### src/rtl/rgb2yuv_pkg.sv
package rgb2yuv_pkg;

    localparam int PIX_W   = 8;
    localparam int FRAC    = 13;
    localparam int ACC_W   = PIX_W + 16;
    localparam int NCH     = 3;
    localparam int PIX_MAX = (1 << PIX_W) - 1;

    typedef logic [PIX_W-1:0]        pix_t;
    typedef logic signed [ACC_W-1:0] acc_t;

    typedef enum logic [1:0] {
        CH_Y    = 2'd0,
        CH_U    = 2'd1,
        CH_V    = 2'd2,
        CH_NONE = 2'd3
    } chan_e;

    typedef struct packed {
        pix_t r;
        pix_t g;
        pix_t b;
    } rgb_t;

    // weight of component k (0 red, 1 green, 2 blue) for output channel ch
    function automatic acc_t weight(int ch, int k);
        int w;
        case (ch)
            0:       w = (k == 0) ?  2104 : (k == 1) ?  4130 :  802;
            1:       w = (k == 0) ? -1217 : (k == 1) ? -2382 : 3598;
            default: w = (k == 0) ?  3598 : (k == 1) ? -3015 : -583;
        endcase
        return acc_t'(w);
    endfunction

    function automatic acc_t bias(int ch);
        return (ch == 0) ? acc_t'(16) : acc_t'(128);
    endfunction

    function automatic acc_t widen(pix_t p);
        return $signed({{(ACC_W-PIX_W){1'b0}}, p});
    endfunction

    function automatic pix_t clamp(acc_t v);
        if (v < 0)
            return '0;
        else if (v > acc_t'(PIX_MAX))
            return pix_t'(PIX_MAX);
        else
            return v[PIX_W-1:0];
    endfunction

endpackage

### src/rtl/rgb2yuv_mac.sv
module rgb2yuv_mac
    import rgb2yuv_pkg::*;
#(
    parameter int CH = 0
) (
    input  logic clk,
    input  logic rst,
    input  logic en,
    input  rgb_t pix,
    output acc_t acc
);
    localparam acc_t WR = weight(CH, 0);
    localparam acc_t WG = weight(CH, 1);
    localparam acc_t WB = weight(CH, 2);
    localparam int   BOUND = 1 << (ACC_W - 3);

    acc_t sum;

    always_comb begin
        sum = WR * widen(pix.r) + WG * widen(pix.g) + WB * widen(pix.b);
    end

    always_ff @(posedge clk) begin
        if (rst)
            acc <= '0;
        else if (en)
            acc <= sum;
    end

    // an 8-bit pixel keeps every weighted sum far inside the accumulator
    assert_acc_bound_R5: assert property (@(posedge clk) disable iff (rst)
        en |=> (acc < acc_t'(BOUND)) && (acc > -acc_t'(BOUND)));

endmodule

### src/rtl/rgb2yuv_scale.sv
module rgb2yuv_scale
    import rgb2yuv_pkg::*;
#(
    parameter int CH = 0
) (
    input  logic clk,
    input  logic rst,
    input  logic en,
    input  acc_t acc,
    output pix_t res
);
    localparam pix_t LO = (CH == 0) ? pix_t'(16)  : pix_t'(15);
    localparam pix_t HI = (CH == 0) ? pix_t'(235) : pix_t'(240);

    acc_t shifted;
    acc_t offset;

    always_comb begin
        shifted = acc >>> FRAC;
        offset  = shifted + bias(CH);
    end

    always_ff @(posedge clk) begin
        if (rst)
            res <= '0;
        else if (en)
            res <= clamp(offset);
    end

    // the output of an 8-bit pixel stays in the channel's range
    assert_out_range_R5: assert property (@(posedge clk) disable iff (rst)
        en |=> (res >= LO) && (res <= HI));

    // the result register holds when no new result is loaded
    assert_hold_R9: assert property (@(posedge clk) disable iff (rst)
        !en |=> $stable(res));

endmodule

### src/rtl/rgb2yuv_border.sv
module rgb2yuv_border
    import rgb2yuv_pkg::*;
(
    input  logic  clk,
    input  logic  rst,
    input  logic  we,
    input  chan_e sel,
    input  pix_t  wdata,
    output pix_t  y,
    output pix_t  u,
    output pix_t  v
);
    localparam pix_t BLACK_Y = pix_t'(16);
    localparam pix_t BLACK_C = pix_t'(128);

    always_ff @(posedge clk) begin
        if (rst) begin
            y <= BLACK_Y;
            u <= BLACK_C;
            v <= BLACK_C;
        end else if (we) begin
            case (sel)
                CH_Y:    y <= wdata;
                CH_U:    u <= wdata;
                CH_V:    v <= wdata;
                default: ;
            endcase
        end
    end

    // values right after reset are YUV black
    assert_border_reset_R7: assert property (@(posedge clk) disable iff (rst)
        $past(rst) |-> (y == 8'h10) && (u == 8'h80) && (v == 8'h80));

    // a luma write lands in the luma register
    assert_border_wr_y_R8: assert property (@(posedge clk) disable iff (rst)
        (we && sel == CH_Y) |=> (y == $past(wdata)));

    // the unused selector leaves all three registers alone
    assert_border_none_R8: assert property (@(posedge clk) disable iff (rst)
        (we && sel == CH_NONE) |=> ($stable(y) && $stable(u) && $stable(v)));

endmodule

### src/rtl/rgb2yuv_conv.sv
module rgb2yuv_conv
    import rgb2yuv_pkg::*;
(
    input  logic       clk,
    input  logic       rst,
    input  logic       in_valid,
    input  logic [7:0] in_r,
    input  logic [7:0] in_g,
    input  logic [7:0] in_b,
    output logic       out_valid,
    output logic [7:0] out_y,
    output logic [7:0] out_u,
    output logic [7:0] out_v,
    input  logic       bord_we,
    input  logic [1:0] bord_sel,
    input  logic [7:0] bord_data,
    output logic [7:0] bord_y,
    output logic [7:0] bord_u,
    output logic [7:0] bord_v
);
    rgb_t pix_in;
    acc_t acc [NCH];
    pix_t res [NCH];
    logic s1_valid;
    logic s2_valid;

    assign pix_in = '{r: in_r, g: in_g, b: in_b};

    always_ff @(posedge clk) begin
        if (rst) begin
            s1_valid <= 1'b0;
            s2_valid <= 1'b0;
        end else begin
            s1_valid <= in_valid;
            s2_valid <= s1_valid;
        end
    end

    for (genvar c = 0; c < NCH; c++) begin : g_chan
        rgb2yuv_mac #(.CH(c)) u_mac (
            .clk (clk),
            .rst (rst),
            .en  (in_valid),
            .pix (pix_in),
            .acc (acc[c])
        );
        rgb2yuv_scale #(.CH(c)) u_scale (
            .clk (clk),
            .rst (rst),
            .en  (s1_valid),
            .acc (acc[c]),
            .res (res[c])
        );
    end

    assign out_valid = s2_valid;
    assign out_y     = res[0];
    assign out_u     = res[1];
    assign out_v     = res[2];

    rgb2yuv_border u_border (
        .clk   (clk),
        .rst   (rst),
        .we    (bord_we),
        .sel   (chan_e'(bord_sel)),
        .wdata (bord_data),
        .y     (bord_y),
        .u     (bord_u),
        .v     (bord_v)
    );

    // every result is the image of an input two edges earlier
    assert_latency_R4: assert property (@(posedge clk) disable iff (rst)
        out_valid |-> $past(in_valid, 2));

    // every accepted input produces a result two edges later
    assert_no_drop_R4: assert property (@(posedge clk) disable iff (rst)
        s1_valid |=> out_valid);

endmodule

### config.mk
export PLATFORM = sky130hd
export DESIGN_NAME = rgb2yuv_conv
export DESIGN_NICKNAME = d
export VERILOG_FILES = /design/src/rtl/rgb2yuv_pkg.sv /design/src/rtl/rgb2yuv_mac.sv /design/src/rtl/rgb2yuv_scale.sv /design/src/rtl/rgb2yuv_border.sv /design/src/rtl/rgb2yuv_conv.sv
export SDC_FILE = /design/constraint.sdc
export NUM_CORES = 1
export LEC_CHECK = 0
export BUFFER_PORTS_ARGS = -buffer_cell sky130_fd_sc_hd__buf_4
export CAP_MARGIN = 40
export CORE_MARGIN = 5
export CORE_UTILIZATION = 40
export DETAILED_ROUTE_END_ITERATION = 16
export PLACE_DENSITY_LB_ADDON = 0.25
export SETUP_SLACK_MARGIN = 0.1
export SLEW_MARGIN = 40
export SYNTH_ARGS = -nofsm -noshare
export SYNTH_HDL_FRONTEND = slang
export SYNTH_HIERARCHICAL = 1
export SYNTH_SLANG_ARGS = --single-unit
### constraint.sdc
create_clock -name clk -period 25.8 [get_ports clk]
set_input_delay 5.16 -clock clk [delete_from_list [all_inputs] [get_ports clk]]
set_output_delay 5.16 -clock clk [all_outputs]
set_load 0.05 [all_outputs]
==> run metrics <==
synth-to-layout area growth=7.62%; Final ANT Viol Nets=0; data arrival time of the worst path=12900 ps; design area=0.0220 sq mm; Max Clk Rate=0.0794 GHz; hold endpoint=g_chan[2].u_mac/acc[15]; cells after synthesis=2205; Setup CP Type=input port to register; Root Driver=clkbuf_16; Max Clock Skew=8.80 ps; RR Endpoint=g_chan[0].u_scale/res[1]; Tmin final=12590 ps; CTS clk-pin slew, worst paths=70 ps; Hold Path Origin=g_chan[2].u_mac/acc[15]; Placed Area=0.0217 sq mm; number of max-cap violations=0; Worst R2R Start=s1_valid; Hold Path Stages=2; syn_area_per_cell=9.29 sq um; DRC=0; met2 Use GR=30.8%; Std-Cell Rows=83; starting density of the core=40.2%; number of global-route vias before repair=16000; reg-to-reg slack, setup=24100 ps; FILL cells=4982; Die Wd=236 microns; Worst setup SP type=input port; drt wl/cell=16.9 microns; core area=0.0510 sq mm; number of H-tree levels=3; DRT iter0 DRCs=786; Port-buffer cells=86; yosys warns=6; CTS tree=yes; pins over their slew limit=0; Layout Nets=2988; Worst Path Required=26110 ps; DR pass1 iterations=6; GR Util met3=1.88%; Die ar.=0.0558 sq mm; post_cts resized=0; dpl hpwl=41600 microns; outcome=complete, no violations; Final Hold Viols=0; CTS buffer count=9; GRT Overall Usage=18.1%; final worst-path cycle share=48.8%; fraction of layout cells with a size suffix above 1=7.16%; final non-filler cell total=2943; r2r worst-path depth=3; pin count of the biggest net entering global routing=69; CP Max Fanout=15; first-pass GRT wire length=83500 microns; Final TNS setup=0 ps; max_slew headroom=53.1%; Avg Vias per Cell=5.12; met1 usage=25.0%; Post CTS Setup Buffer Count=0; drt total wl=49600 microns; Crit. End Element=register; DP Cell Count=2925; gr busiest metal=met2; clk sink count=81; unrepaired setup endpoints after global routing=false; Worst Hold Class=register to register; cts-stage hold buffer count=0; clock buffer depth=2; die height=236 microns; clock latency on the worst-skew pair=360 ps; initial antenna violation count=2; transition time of the tightest slew-check pin=699 ps; Finish-stage setup viols=0; Remaining Overflow, GRT=0; mapped cell area=0.0205 sq mm; IO Pins=87; Final Util=43.2%; routability cong.=0.895; via count=15100
layout by cell type, fill, tap and decap left out, types with 4 or more instances in the layout:
cell type,n
ha_1,401
nor2b_1,15
or3_1,6
o21ai_0,43
and2_1,6
nand2_1,88
a21oi_1,103
xor2_1,39
fa_1,293
o211ai_1,8
nand3_1,26
a31oi_1,10
xnor2_1,55
a211oi_1,29
nand2b_1,46
buf_4,87
o22ai_1,5
dfxtp_1,81
a21o_1,32
o211ai_2,5
o2111ai_1,5
o21ai_1,16
nor3b_1,11
nor2_1,76
a21oi_2,5
a221oi_1,21
o21a_1,15
clkbuf_16,9
o31ai_1,4
a211o_1,6
a31o_1,4
nand4_1,14
and3_1,11
or2_2,5
nor3_1,25
mux2i_1,29
inv_1,512
o21bai_1,12
worst max-delay path, cell delays in order:
cell	delay, ps
buf_4	270
inv_1	110
fa_1	690
inv_1	150
fa_1	540
inv_1	50
fa_1	480
fa_1	560
inv_1	40
ha_1	370
a21oi_1	240
o22ai_1	150
a211oi_1	380
o31ai_1	140
a21oi_1	190
xnor2_1	190
fa_1	460
inv_1	80
fa_1	430
fa_1	550
inv_1	40
ha_1	380
a2111o_1	430
a31oi_1	140
a21oi_1	80
or4_1	510
nand4_1	80
sequential cells by signal, indices dropped and copies added (netlist names):
signal and cells:
g_chan.u_mac/acc 31, g_chan.u_scale/res 24, u_border/u 8, u_border/v 8, u_border/y 8, out_valid 1, s1_valid 1
stage by stage:
stage | hold WS, ps | worst slack, ps
after floorplan | 426 | 13720
after global placement | 456 | 13090
after detailed placement | 461 | 12860
after CTS | 478 | 13230
after global routing | 500 | 12810
final | 475 | 13210
layer usage:
layer  up-vias  part of all wire, %  wire length (microns)
met2       229                   48                  23900
met4         0                  2.0                   1000
li1       7337                    -                      -
met3        53                  2.8                   1380
met5         -                    0                      0
met1      7444                   47                  23400
layout make-up:
cell class	instances	area, sq um	area share [%]
multi-input cells	1564	16700	75.7
inverters	513	1930	8.73
clock buffers	9	225	1.02
repair buffers	87	653	2.96
well taps	680	851	3.86
flip-flops and latches	81	1620	7.35
diodes	2	5.00	0.0227
clock inverters	7	83.8	0.380
how the worst max path moves through the flow:
stage,from,end,slack (ps)
floorplan,in_g[0],g_chan[1].u_mac/acc[22],13720
global placement,in_g[0],g_chan[1].u_mac/acc[22],13090
detailed placement,in_g[0],g_chan[1].u_mac/acc[22],12860
CTS,in_g[0],g_chan[1].u_mac/acc[22],13230
global route,in_g[0],g_chan[1].u_mac/acc[22],12810
finish,in_g[0],g_chan[1].u_mac/acc[22],13210
Power is left out: the tool's default activity adds up to more than one toggle a clock period on the data nets, which glitch-free logic cannot reach.
